==> src/rtl/adc_port_pkg.sv <==
package adc_port_pkg;
    typedef enum logic [1:0] {
        MODE_ACTIVE = 2'd0,
        MODE_CONV   = 2'd1,
        MODE_SLEEP  = 2'd2
    } mode_e;
endpackage

==> src/rtl/adc_edge_det.sv <==
module adc_edge_det (
    input  logic clk,
    input  logic rst_n,
    input  logic sig_i,
    output logic rise_o
);
    logic prev_d, prev_q;

    always_comb begin
        prev_d = sig_i;
    end

    always_ff @(posedge clk) begin
        if (!rst_n) prev_q <= 1'b0;
        else        prev_q <= prev_d;
    end

    assign rise_o = sig_i & ~prev_q;
endmodule

==> src/rtl/adc_settle_timer.sv <==
module adc_settle_timer #(
    parameter int SETTLE_CYC = 64
) (
    input  logic clk,
    input  logic rst_n,
    input  logic start_i,
    output logic settled_o
);
    localparam int TW = $clog2(SETTLE_CYC + 1);
    localparam logic [TW-1:0] LOAD = TW'(SETTLE_CYC);

    logic [TW-1:0] cnt_d, cnt_q;

    always_comb begin
        cnt_d = cnt_q;
        if (start_i)                cnt_d = LOAD;
        else if (cnt_q != '0)       cnt_d = cnt_q - 1'b1;
    end

    always_ff @(posedge clk) begin
        if (!rst_n) cnt_q <= '0;
        else        cnt_q <= cnt_d;
    end

    assign settled_o = (cnt_q == '0);
endmodule

==> src/rtl/adc_frame_engine.sv <==
module adc_frame_engine
    import adc_port_pkg::*;
#(
    parameter int DATA_W      = 12,
    parameter int SLEEP_EDGES = 4
) (
    input  logic              clk,
    input  logic              rst_n,
    input  logic              sck_rise,
    input  logic              conv_rise,
    input  logic [DATA_W-1:0] sample_i,
    input  logic              ref_ready_i,
    output logic              dout,
    output logic              dout_oe,
    output mode_e             mode,
    output logic              wake_o
);
    localparam int CW   = $clog2(DATA_W + 4);
    localparam int SW   = (SLEEP_EDGES > 2) ? $clog2(SLEEP_EDGES) : 1;
    localparam logic [CW-1:0] IDX_REF  = CW'(1);
    localparam logic [CW-1:0] IDX_LAST = CW'(DATA_W + 1);
    localparam logic [CW-1:0] IDX_LOCK = CW'(DATA_W + 2);
    localparam logic [SW-1:0] SLP_LIM  = SW'(SLEEP_EDGES - 1);

    typedef struct packed {
        logic              asleep;
        logic              busy;
        logic              frame;
        logic              oe;
        logic              dout;
        logic [CW-1:0]     cnt;
        logic [SW-1:0]     conv_only;
        logic [DATA_W-1:0] shift;
    } st_t;

    st_t st_d, st_q;

    always_comb begin
        st_d   = st_q;
        wake_o = 1'b0;
        if (st_q.asleep) begin
            if (sck_rise) begin
                st_d.asleep    = 1'b0;
                st_d.conv_only = '0;
                wake_o         = 1'b1;
            end
        end else begin
            if (sck_rise) begin
                st_d.conv_only = '0;
                if (st_q.frame) begin
                    st_d.cnt = st_q.cnt + 1'b1;
                    if (st_q.cnt == IDX_REF) begin
                        st_d.dout = ref_ready_i;
                    end else if (st_q.cnt > IDX_REF && st_q.cnt <= IDX_LAST) begin
                        st_d.dout  = st_q.shift[DATA_W-1];
                        st_d.shift = {st_q.shift[DATA_W-2:0], 1'b0};
                    end else if (st_q.cnt == IDX_LOCK) begin
                        st_d.frame = 1'b0;
                        st_d.oe    = 1'b0;
                    end
                    if (st_d.cnt == IDX_LOCK) st_d.busy = 1'b0;
                end
            end
            if (conv_rise) begin
                if (st_d.conv_only == SLP_LIM) begin
                    st_d.asleep    = 1'b1;
                    st_d.busy      = 1'b0;
                    st_d.frame     = 1'b0;
                    st_d.oe        = 1'b0;
                    st_d.conv_only = '0;
                end else begin
                    st_d.conv_only = st_d.conv_only + 1'b1;
                    if (!st_q.busy) begin
                        st_d.busy  = 1'b1;
                        st_d.frame = 1'b1;
                        st_d.oe    = 1'b1;
                        st_d.dout  = 1'b0;
                        st_d.cnt   = '0;
                        st_d.shift = sample_i;
                    end
                end
            end
        end
    end

    always_ff @(posedge clk) begin
        if (!rst_n) st_q <= '0;
        else        st_q <= st_d;
    end

    assign dout    = st_q.dout;
    assign dout_oe = st_q.oe;
    assign mode    = st_q.asleep ? MODE_SLEEP : (st_q.busy ? MODE_CONV : MODE_ACTIVE);
endmodule

==> src/rtl/adc_serial_port.sv <==
module adc_serial_port
    import adc_port_pkg::*;
#(
    parameter int DATA_W      = 12,
    parameter int SLEEP_EDGES = 4,
    parameter int SETTLE_CYC  = 64
) (
    input  logic              clk,
    input  logic              rst_n,
    input  logic              sck,
    input  logic              conv,
    input  logic [DATA_W-1:0] sample_i,
    input  logic              ref_ok_i,
    output logic              dout,
    output logic              dout_oe,
    output logic [1:0]        mode_o
);
    logic  sck_rise, conv_rise, wake, settled;
    mode_e mode;

    adc_edge_det u_sck_edge  (.clk(clk), .rst_n(rst_n), .sig_i(sck),  .rise_o(sck_rise));
    adc_edge_det u_conv_edge (.clk(clk), .rst_n(rst_n), .sig_i(conv), .rise_o(conv_rise));

    adc_settle_timer #(.SETTLE_CYC(SETTLE_CYC)) u_settle (
        .clk(clk), .rst_n(rst_n), .start_i(wake), .settled_o(settled)
    );

    adc_frame_engine #(.DATA_W(DATA_W), .SLEEP_EDGES(SLEEP_EDGES)) u_engine (
        .clk(clk), .rst_n(rst_n), .sck_rise(sck_rise), .conv_rise(conv_rise),
        .sample_i(sample_i), .ref_ready_i(ref_ok_i & settled),
        .dout(dout), .dout_oe(dout_oe), .mode(mode), .wake_o(wake)
    );

    assign mode_o = mode;
endmodule

==> config.mk <==
export PLATFORM = sky130hd
export DESIGN_NAME = adc_serial_port
export DESIGN_NICKNAME = d
export VERILOG_FILES = /design/src/rtl/adc_port_pkg.sv /design/src/rtl/adc_edge_det.sv /design/src/rtl/adc_settle_timer.sv /design/src/rtl/adc_frame_engine.sv /design/src/rtl/adc_serial_port.sv
export SDC_FILE = /design/constraint.sdc
export NUM_CORES = 1
export LEC_CHECK = 0
export BUFFER_PORTS_ARGS = -buffer_cell sky130_fd_sc_hd__buf_2
export CORE_MARGIN = 2
export CORE_UTILIZATION = 40
export CTS_CLUSTER_SIZE = 12
export DETAILED_ROUTE_END_ITERATION = 12
export PLACE_DENSITY = 0.68
export SLEW_MARGIN = 20
export SYNTH_ARGS = -nofsm -noshare
export SYNTH_HDL_FRONTEND = slang
export SYNTH_SLANG_ARGS = --single-unit
export TNS_END_PERCENT = 30
==> constraint.sdc <==
create_clock -name clk -period 1.6 [get_ports clk]
set_input_delay 0.24 -clock clk [delete_from_list [all_inputs] [get_ports clk]]
set_output_delay 0.24 -clock clk [all_outputs]
set_load 0.02 [all_outputs]
==> key figures, run 1 <==
Status
  • Outcome: finished with violations
  • Failing checks: negative setup slack

STA
  • Final slew viol count: 0
  • Fmax: 608 MHz
  • Min Hold Slack: roughly 0.19 ns
  • Tcrit/Tclk final: 103%
  • Final setup fails: 11
  • Final min period: 1.64 ns
  • Hold Fails Final Rpt: 0
  • Least-Margin Pin Slew: 0.353 ns
  • Clk_skew: 0.00514 ns
  • Max-slew headroom: between 70% and 80%
  • Fin worst setup slack: -0.0448 ns
  • RSZ-0062 raised after global routing: yes

Global routing
  • Global route total overflow: 0
  • Busiest grt layer: met2
  • Met3 Use GR: 5.57%
  • First-pass GRT wire length: 5.95 mm
  • Vias in the first global route: 1332
  • Initial antenna violation count: 0
  • Met2 Usage GRT: a little under 30%
  • Largest net degree at the start of global routing: 19
  • M1 GR Usage: 22.0%
  • GRT Resource Usage Total: between 15 and 20%

Logic synthesis
  • Post-synth top area share: 41.0%
  • Register area share after synthesis: about 40%
  • Synth area leaders: dfxtp_1 (41%), o221a_1 (7.2%), ha_1 (6.4%)
  • Distinct cells, synth: 38
  • Yosys reg bits: 32
  • Cell count after synthesis: between 150 and 200
  • Synth area leader: dfxtp_1
  • Synth Flop Type: dfxtp_1
  • Ys Warns: 0
  • Post-synth ARST share: 0%
  • Mapped Avg Cell Area: between 9 and 10 um^2
  • Mapped Nets: 187
  • Number of synthesized flops with an enable pin: 0
  • Synth Cell Area: 1560 um^2

Finish
  • Final core utilization: 54.2%
  • Share of layout cells above drive strength 1: 33.3%
  • Diode count: 0
  • Nets: 225
  • Multi-input logic area: 965 um^2
  • Synthesis-to-finish area growth: 29.0%
  • FILL cells: 347
  • Register area: 646 um^2

CTS
  • Clock transition at path regs: 0.06 ns
  • H-Tree Depth: 2
  • CTS Root Cell: clkbuf_8
  • CTS tree: yes
  • Inserted Clock Buffers: 5
  • Worst-Skew Late Latency: 0.28 ns
  • Clk buf depth: 2
  • Clock sink count: 32
  • Hold Buf Count CTS: 0

Pwr
  • Total power: 2280 uW
  • Static leakage: 0.000824 uW
  • Share of power burned in registers: 44.2%
  • Max VDD drop: 0.000617 V
  • Switching power: about 700 uW
  • Pwr Density: 1130 nW/um^2
  • Clock power share: 27.6%
  • Power Internal: around 1600 uW
  • Switching share of power: 30.9%
  • Combinational Power Share: 28.3%

Placement
  • Routability cong.: around 0.8
  • Final HPWL DP: approximately 2.3 mm
  • I/O Buffers: 20

Worst setup path
  • CP Launch Type: register
  • Crit path DAT: roughly 1.8 ns
  • CP Capture Type: register
  • Setup CP Type: reg -> reg
  • Critical Path Fanout Max: 5
  • Worst EP required: 1.77 ns

Floorplan
  • Initial Util: 42.1%
  • Site Rows: 22
  • Die area: 4420 um^2
  • Core Region: 3720 um^2
  • Die Ht: between 60 and 70 um
  • DIE WIDTH: ~67 um
  • IO Count: 21

Detailed routing
  • WL final: 3.37 mm
  • Router iterations before antenna repair: 4
  • Initial DRC Count: 36
  • Vias per cell: 5.28
  • Post-route ant nets: 0
  • DRC: 0
  • Wire per inst: between 10 and 15 um
  • Via count: 1314

Worst hold path
  • Worst Hold Class: in -> reg

Flow run
  • Max Cap Violations: 0
power groups by stage:
stage / Sequential, uW / Clock [uW] / Combinational [uW]
after floorplan: 1000 / 0 / 488
after global placement: 1010 / 0 / 579
after detailed placement: 1020 / 0 / 604
after CTS: 1000 / 638 / 626
after global routing: 1020 / 681 / 739
final: 1010 / 628 / 644
flip-flops by register name (all words and copies together) (netlist names):
name                flops
u_engine.dout           1
u_engine.dout_oe        1
u_conv_edge.prev_q      1
u_engine.st_q          21
u_settle.cnt_q          7
u_sck_edge.prev_q       1
Yosys cell counts, drive strengths merged (5+ instances only):
library cell and n:
ha 8, nand3 8, o21a 11, buf 5, nand2 9, dfxtp 32
and2 5, nor2 21, inv 6, a21oi 8, xnor2 5, o221a 11
placed cells by master, fill, tap and decap left out, types with 2 or more instances in the layout:
| cell type | synthesis | layout |
|---|---|---|
| dfxtp_1 | 32 | 30 |
| nor2_1 | 21 | 20 |
| buf_2 | 2 | 20 |
| buf_4 | 2 | 14 |
| o21a_1 | 11 | 11 |
| o221a_1 | 10 | 10 |
| nand3_1 | 8 | 7 |
| nand2_1 | 8 | 7 |
| a21oi_1 | 7 | 7 |
| clkbuf_8 | 0 | 6 |
| xnor2_1 | 5 | 5 |
| ha_1 | 8 | 5 |
| inv_1 | 6 | 4 |
| xor2_1 | 4 | 4 |
| nor2b_1 | 4 | 3 |
| and2_1 | 5 | 3 |
| ha_4 | 0 | 3 |
| and2_4 | 0 | 2 |
| inv_4 | 0 | 2 |
| nand3b_1 | 2 | 2 |
| nand2_2 | 1 | 2 |
| a211oi_1 | 2 | 2 |
| mux2i_1 | 2 | 2 |
| clkbuf_1 | 2 | 2 |
| buf_6 | 1 | 2 |
critical path, cell delays in order (launching register included):
cell and delay [ns]:
dfxtp_4 0.38, inv_4 0.05, ha_4 0.15, or2_4 0.23, a21oi_4 0.19, nand3_2 0.12, buf_4 0.18, o221a_1 0.23
layout make-up:
cell class / instances / share of cell area [%]
Clock buffer: 8 / 4.47
Sequential cell: 32 / 32.0
Timing Repair Buffer: 36 / 11.3
Tap cell: 48 / 2.98
Inverter: 6 / 1.37
Multi-Input combinational cell: 119 / 47.9
cell families (layout without fill, tap and decap cells):
kind of cell	after synthesis	count (layout)	share of synthesized area (%)
and+or+nand+nor	58	59	19.9
adders and majority gates	8	8	6.41
AOI/OAI and AO/OA	40	41	22.1
muxes	2	2	1.28
DFF	32	32	41.0
buffers and inverters	13	50	4.24
xor gates and xnor gates	9	9	5.04
routing by layer:
metal	vias up	routed length, um
li1	660	-
met1	627	1560
met2	18	1610
met3	9	123
met4	0	83
met5	-	0
worst paths after layout:
path | from | slack [ns] | endpoint | depth (start not counted)
max | u_engine.st_q[14] | -0.04 | u_engine.st_q[11] | 7
min | conv | 0.19 | u_conv_edge.prev_q | 2
max reg2reg | u_engine.st_q[14] | -0.04 | u_engine.st_q[11] | 7
min reg2reg | u_engine.dout_oe | 0.49 | u_engine.dout_oe | 2
through the flow:
step | cell area [um^2] | setup WS, ns | TNS, ns | cells
5_1_grt | 2020 | -0.114 | -1.09 | 249
3_3_place_gp | 1820 | -0.0131 | -0.0131 | 235
4_1_cts | 1970 | -0.0333 | -0.257 | 247
2_1_floorplan | 1620 | -0.0109 | -0.0978 | 162
3_5_place_dp | 1820 | -0.0370 | -0.348 | 235
6_report | 2020 | -0.0448 | -0.386 | 249
timing repair:
action                     CTS  global route
buffers inserted             2             1
gates resized for setup      7            10
setup endpoints to repair   16            20
cloned                       2             1
pin swaps                    2             1
Power figures use the tool's default switching activity.
==> run 2, diff against run 1 <==
--- a/config.mk
+++ b/config.mk
@@ -10,7 +10,7 @@
 export CORE_UTILIZATION = 40
 export CTS_CLUSTER_SIZE = 12
 export DETAILED_ROUTE_END_ITERATION = 12
-export PLACE_DENSITY = 0.68
+export PLACE_DENSITY = 0.66
 export SLEW_MARGIN = 20
 export SYNTH_ARGS = -nofsm -noshare
 export SYNTH_HDL_FRONTEND = slang
==> constraint.sdc (replaced) <==
create_clock -name clk -period 1.55 [get_ports clk]
set_input_delay 0.2325 -clock clk [delete_from_list [all_inputs] [get_ports clk]]
set_output_delay 0.2325 -clock clk [all_outputs]
set_load 0.02 [all_outputs]
==> run 2 against run 1 <==
Combinational power rose by 6.7%. Sequential power hardly changed. Non-clock buffer count up 3. Highest routed layer unchanged. Via count is 2.1% lower. Maximum frequency increased by 1.9%. Register-to-register slack got worse by 0.02 ns. Total power rose by 7.4%. The flow still finishes with violations (negative setup slack).
==> key figures, run 2 (synthesis gave the netlist of run 1 again) <==
CTS
  • Worst-Skew Late Latency: 0.28 ns (about the same)
  • Inserted Clock Buffers: 5 (unchanged)
  • Clk buf depth: 2 (unchanged)
  • Hold Buf Count CTS: 0 (unchanged)
  • H-Tree Depth: 2 (unchanged)
  • Clock sink count: 32 (unchanged)
  • CTS tree: yes
  • Clock transition at path regs: 0.06 ns (about the same)
  • CTS Root Cell: clkbuf_8

Detailed routing
  • Vias per cell: 5.12 (-2.9%)
  • Via count: 1286 (-2.1%)
  • Router iterations before antenna repair: 4 (unchanged)
  • Post-route ant nets: 0 (unchanged)
  • Initial DRC Count: 33 (-8.3%)
  • Wire per inst: 13.5 um (-0.36%)
  • WL final: 3.39 mm (+0.44%)
  • DRC: 0 (unchanged)

Worst setup path
  • CP Launch Type: register
  • Critical Path Fanout Max: 12 (+7)
  • CP delay by family, top: compound AO/OA/AOI/OAI gates
  • CP Capture Type: register
  • CP max-delay cell: and4bb_4
  • Bufs and invs on worst path: 1 (-1)
  • Worst EP required: 1.72 ns (-0.05 ns)
  • Crit path DAT: 1.79 ns (-0.03 ns)
  • Crit path cell chain: inv_4 -> ha_4 -> and4bb_4 -> a21oi_4 -> a22o_4 -> o221a_2
  • Crit path largest cell delay: 0.36 ns (-0.02 ns)
  • Setup CP Type: reg -> reg

Placement
  • Cell Area, Placed: 1850 um^2 (+1.7%)
  • Final HPWL DP: 2.40 mm (+3.4%)
  • I/O Buffers: 20 (unchanged)
  • DP Worst Slack: -0.118 ns (-0.0808 ns)
  • Routability cong.: 0.775 (-1.0%)
  • DP Cell Count: 239 (+1.7%)

Pwr
  • Max VDD drop: 0.000948 V (+54%)
  • Clock power share: 29.5% (+1.9 points)
  • Share of power burned in registers: 42.4% (-1.8 points)
  • Total power: 2450 uW (+7.4%)
  • Combinational Power Share: 28.1% (-0.2 points)
  • Static leakage: 0.000841 uW (+2.1%)
  • Switching share of power: 31.1% (+0.21 points)
  • Power Internal: 1690 uW (+7.0%)
  • Pwr Density: 1190 nW/um^2 (+5.4%)
  • Switching power: 760 uW (+8.1%)

STA
  • Fin worst setup slack: -0.0641 ns (-0.0193 ns)
  • Hold Fails Final Rpt: 0 (unchanged)
  • Fin Setup TNS: -0.361 ns (+0.0254 ns)
  • Final setup fails: 11 (unchanged)
  • Clk_skew: 0.00550 ns (+0.000357 ns)
  • Max-slew headroom: 77.2% (+0.73 points)
  • Tcrit/Tclk final: 104% (+1.3 points)
  • Fmax: 620 MHz (+1.9%)
  • Final min period: 1.61 ns (-0.0307 ns)
  • RSZ-0062 raised after global routing: yes
  • Least-Margin Pin Slew: 0.341 ns (-0.0118 ns)
  • Final slew viol count: 0 (unchanged)

Floorplan
  • DIE WIDTH: 66.5 um (unchanged)
  • Initial Util: 42.1% (unchanged)
  • Site Rows: 22 (unchanged)
  • Die area: 4420 um^2 (unchanged)
  • Core Region: 3720 um^2 (unchanged)
  • IO Count: 21 (unchanged)
  • Die Ht: 66.5 um (unchanged)

Finish
  • Diode count: 0 (unchanged)
  • Synthesis-to-finish area growth: 31.4%
  • Commonest cells after routing, fill and taps aside: dfxtp_1 (30), nor2_1 (20), buf_2 (20), buf_4 (17), o21a_1 (11)
  • Post-route cell area: 2050 um^2 (+1.9%)
  • Max FFs per register: 21 (unchanged)
  • Finished Layout Cells: 251 (+0.80%)
  • Largest Register: u_engine.st_q
  • FILL cells: 349 (+0.58%)
  • Share of layout cells above drive strength 1: 36.5% (+3.1 points)
  • Commonest non-fill, non-tap cell in the layout: dfxtp_1
  • Nets: 227 (+0.89%)
  • Largest registers: u_engine.st_q: 21 flops, u_settle.cnt_q: 7 flops

Flow run
  • Max Cap Violations: 0 (unchanged)

Global routing
  • Initial antenna violation count: 0 (unchanged)
  • Global route total overflow: 0 (unchanged)
  • First-pass GRT wire length: 5.54 mm (-7.0%)
  • GRT Resource Usage Total: 16.8% (-1.2 points)
  • Largest net degree at the start of global routing: 19 (unchanged)
  • Vias in the first global route: 1244 (-6.6%)

Status
  • Outcome: finished with violations
  • Failing checks: negative setup slack

Worst hold path
  • Worst Hold Class: in -> reg
-- run 2: what timing repair did --
action | CTS | global route
setup buffers | 2 | 0
gates cloned | 1 | 1
resized for setup | 8 | 13
setup endpoints to repair | 19 | 20
pin swaps | 4 | 5
-- run 2: final timing paths --
check               startpoint                  to  slack, ns  cells after the start
max          u_engine.st_q[15]    u_engine.st_q[1]      -0.06                      6
min                       conv  u_conv_edge.prev_q       0.18                      2
max reg2reg  u_engine.st_q[15]    u_engine.st_q[1]      -0.06                      6
min reg2reg   u_engine.dout_oe    u_engine.dout_oe       0.48                      2
-- run 2: metal layers --
metal	part of all wire (%)	GRT usage, %	vias up	wire [um]
met2	50	28.0	15	1700
met4	1.7	6.89	0	59
met1	44	20.2	603	1510
met5	0	0	-	0
li1	-	-	662	-
met3	3.5	4.56	6	117
-- run 2: layout make-up --
| type | instances | area (um^2) | area share [%] |
|---|---|---|---|
| Multi-Input combinational cell | 118 | 967 | 47.1 |
| Sequential cell | 32 | 646 | 31.4 |
| Timing Repair Buffer | 39 | 250 | 12.2 |
| Clock buffer | 7 | 97.6 | 4.75 |
| Tap cell | 48 | 60.1 | 2.93 |
| Inverter | 6 | 27.5 | 1.34 |
| Clock inverter | 1 | 5.00 | 0.244 |
-- run 2: power by group through the flow --
stage / Clock [uW] / Sequential (uW) / Combinational, uW
2_1_floorplan: 0 / 1030 / 504
3_3_place_gp: 0 / 1040 / 625
3_5_place_dp: 0 / 1050 / 652
4_1_cts: 742 / 1030 / 669
5_1_grt: 778 / 1050 / 772
6_report: 721 / 1040 / 687
-- run 2: through the flow --
step | hold WS (ns) | util [%]
final | 0.185 | 55.3
after global routing | 0.212 | 55.3
after CTS | 0.179 | 53.6
after detailed placement | 0.478 | 49.8
after global placement | 0.465 | 49.8
after floorplan | 0.354 | -
==> run 3, diff against run 2 <==
--- a/config.mk
+++ b/config.mk
@@ -5,12 +5,13 @@
 export SDC_FILE = /design/constraint.sdc
 export NUM_CORES = 1
 export LEC_CHECK = 0
+export ABC_AREA = 1
 export BUFFER_PORTS_ARGS = -buffer_cell sky130_fd_sc_hd__buf_2
 export CORE_MARGIN = 2
 export CORE_UTILIZATION = 40
 export CTS_CLUSTER_SIZE = 12
 export DETAILED_ROUTE_END_ITERATION = 12
-export PLACE_DENSITY = 0.66
+export PLACE_DENSITY = 0.65
 export SLEW_MARGIN = 20
 export SYNTH_ARGS = -nofsm -noshare
 export SYNTH_HDL_FRONTEND = slang
==> run 3 against run 2 <==
Final area up 7.4%. Wire length up 5.4%. Worst hold slack worse by 0.042 ns. Clock power down 15%. Largest cell class unchanged. Maximum frequency up 6.3%. Critical endpoint is now u_engine.st_q[4]. The run now ends clean. Critical path depth up 5. Largest power group unchanged. First-iteration DRC count up 82%. Die area up 14%. Non-clock buffer count down 6.
==> key figures, run 3 <==
Detailed routing
  • Via count: 1600 (+24%)
  • Vias per cell: 4.62 (-9.7%)
  • Router iterations before antenna repair: 4 (unchanged)
  • DRC: 0 (unchanged)
  • Wire per inst: 10.3 um (-24%)
  • Post-route ant nets: 0 (unchanged)
  • Initial DRC Count: 60 (+82%)
  • WL final: 3.57 mm (+5.4%)

Finish
  • Max FFs per register: 21 (unchanged)
  • Commonest cells after routing, fill and taps aside: nand2_1 (68), nor2_1 (34), dfxtp_1 (31), inv_1 (22)
  • Final core utilization: 50.7% (-4.6 points)
  • Commonest non-fill, non-tap cell in the layout: nand2_1
  • FILL cells: 431 (+23%)
  • Share of layout cells above drive strength 1: 31.3% (-5.2 points)
  • Largest registers: u_engine.st_q: 21 flops, u_settle.cnt_q: 7 flops
  • Synthesis-to-finish area growth: 22.3%
  • Nets: 319 (+41%)
  • Diode count: 0 (unchanged)
  • Largest Register: u_engine.st_q

Floorplan
  • DIE WIDTH: 71.1 um (+7.0%)
  • Site Rows: 24 (+9.1%)
  • Core Region: 4350 um^2 (+17%)
  • Die Ht: 71.1 um (+7.0%)
  • Initial Util: 41.4% (-0.65 points)
  • Die area: 5060 um^2 (+14%)
  • IO Count: 21 (unchanged)

CTS
  • Inserted Clock Buffers: 5 (unchanged)
  • CTS Root Cell: clkbuf_8
  • Hold Buf Count CTS: 0 (unchanged)
  • Clock transition at path regs: 0.07 ns (about the same)
  • CTS tree: yes
  • Worst-Skew Late Latency: 0.29 ns (about the same)
  • H-Tree Depth: 2 (unchanged)
  • Clock sink count: 32 (unchanged)
  • Clk buf depth: 2 (unchanged)

Worst setup path
  • Worst setup startpoint: u_sck_edge.prev_q
  • Critical Path Fanout Max: 7 (-5)
  • Setup CP Type: reg -> reg
  • CP Capture Type: register
  • Worst R2R Start: u_sck_edge.prev_q
  • Worst r2r dst: u_engine.st_q[4]
  • CP Launch Type: register
  • Worst reg-to-reg setup slack: 0.03 ns (+0.10 ns)
  • CP endpoint: u_engine.st_q[4]
  • Worst EP required: 1.73 ns (about the same)
  • Crit path DAT: 1.70 ns (-0.09 ns)
  • Reg2reg path depth: 11 (+5)

Flow run
  • Max Cap Violations: 0 (unchanged)

Placement
  • Final HPWL DP: 2.50 mm (+4.2%)
  • I/O Buffers: 20 (unchanged)
  • Routability cong.: 0.779 (+0.48%)

Logic synthesis
  • Number of synthesized flops with an enable pin: 0 (unchanged)
  • Register area share after synthesis: 35.5% (-5.5 points)
  • Yosys reg bits: 32 (unchanged)
  • Distinct cells, synth: 26 (-32%)
  • Post-synth ARST share: 0% (unchanged)
  • Ys Warns: 0 (unchanged)
  • Mapped Avg Cell Area: 6.96 um^2 (-28%)
  • Cell count after synthesis: 259 (+60%)
  • Synth area leaders: dfxtp_1 (36%), nand2_1 (16%), nor2_1 (7.3%)
  • Post-synth top area share: 35.5% (-5.5 points)
  • Commonest cells in the netlist: nand2_1 (79), nor2_1 (35), dfxtp_1 (32), inv_1 (26), nor2_2 (20)
  • Synth area leader: dfxtp_1
  • Mapped Nets: 284 (+52%)
  • Synth Cell Area: 1800 um^2 (+15%)
  • Most common cell in the netlist: nand2_1
  • Synth Flop Type: dfxtp_1

STA
  • RSZ-0062 raised after global routing: yes
  • Max-slew headroom: 72.7% (-4.5 points)
  • Final slew viol count: 0 (unchanged)
  • Tcrit/Tclk final: 97.9% (-6.2 points)
  • Hold Fails Final Rpt: 0 (unchanged)
  • Least-Margin Pin Slew: 0.410 ns (+0.0688 ns)
  • Clk_skew: 0.00584 ns (+0.000339 ns)
  • Final setup fails: 0 (-11)
  • Fmax: 659 MHz (+6.3%)
  • Final min period: 1.52 ns (-0.0962 ns)
  • Fin Setup TNS: 0 ns (+0.361 ns)

Global routing
  • First-pass GRT wire length: 6.40 mm (+16%)
  • Vias in the first global route: 1473 (+18%)
  • Global route total overflow: 0 (unchanged)
  • Initial antenna violation count: 0 (unchanged)
  • GRT Resource Usage Total: 15.8% (-0.99 points)
  • Largest net degree at the start of global routing: 15 (-4)

Worst hold path
  • Worst Hold Class: in -> reg
  • Min-Delay Path Depth: 3 (+1)

Pwr
  • Max VDD drop: 0.000458 V (-52%)
  • Pwr Density: 1090 nW/um^2 (-8.7%)
  • Static leakage: 0.00105 uW (+24%)
  • Total power: 2400 uW (-2.0%)

Status
  • Outcome: finished clean
[run 3: worst min path at each step]
stage | start | endpoint
CTS | conv | u_conv_edge.prev_q
global route | conv | u_conv_edge.prev_q
floorplan | conv | u_conv_edge.prev_q
global placement | conv | u_conv_edge.prev_q
finish | conv | u_conv_edge.prev_q
detailed placement | conv | u_conv_edge.prev_q
[run 3: metrics by stage]
step	area [um^2]	hold WS, ns	worst slack, ns	std cells
4_1_cts	2120	0.138	0.0217	345
2_1_floorplan	1810	0.326	0.0479	259
3_5_place_dp	2010	0.437	-0.0260	336
6_report	2210	0.143	0.0321	346
5_1_grt	2210	0.160	-0.0709	346
3_3_place_gp	2010	0.428	0.00197	336
[run 3: critical path: stages, from the launching register on]
cell     delay (ns)
dfxtp_2        0.32
inv_2          0.06
nand2_4        0.06
nand2_2        0.08
inv_2          0.04
ha_4           0.16
nor2_4         0.15
nand3_4        0.21
nand2_8        0.16
nand2_1        0.06
nand2_1        0.07
nor2_2         0.04
[run 3: where the power goes]
| part | internal, uW | total, uW | switching (uW) |
|---|---|---|---|
| sequential | 946 | 1030 | 81.5 |
| clock | 305 | 611 | 306 |
| combinational | 310 | 760 | 450 |
[run 3: layout make-up]
class | instances | area [um^2] | area share (%)
Clock inverter | 1 | 5.00 | 0.227
Inverter | 28 | 105 | 4.76
Timing Repair Buffer | 33 | 218 | 9.87
Sequential cell | 32 | 642 | 29.1
Multi-Input combinational cell | 194 | 1100 | 49.8
Clock buffer | 6 | 72.6 | 3.29
Tap cell | 52 | 65.1 | 2.95
[run 3: timing repair]
item                                    4_1_cts  5_1_grt
pin swaps                                     2       10
endpoints found under the setup margin       16       21
buffers inserted                              1        0
resized for setup                             4       22
gates cloned                                  1        1
[run 3: cells by family (layout without fill, tap and decap cells)]
group,Yosys count,after routing,share of synthesized area [%]
and+or+nand+nor,159,160,40.5
buffers and inverters,35,68,9.23
DFF,32,32,35.5
AOI/OAI and AO/OA,22,23,7.70
adders and majority gates,8,8,5.55
xor gates and xnor gates,3,3,1.46
[run 3: metal layers]
metal | vias to the layer above | track usage (%) | share of wire, %
met5 | - | 0 | 0
li1 | 872 | - | -
met1 | 693 | 20.3 | 49
met3 | 6 | 4.56 | 4.0
met2 | 29 | 24.4 | 45
met4 | 0 | 7.34 | 2.0
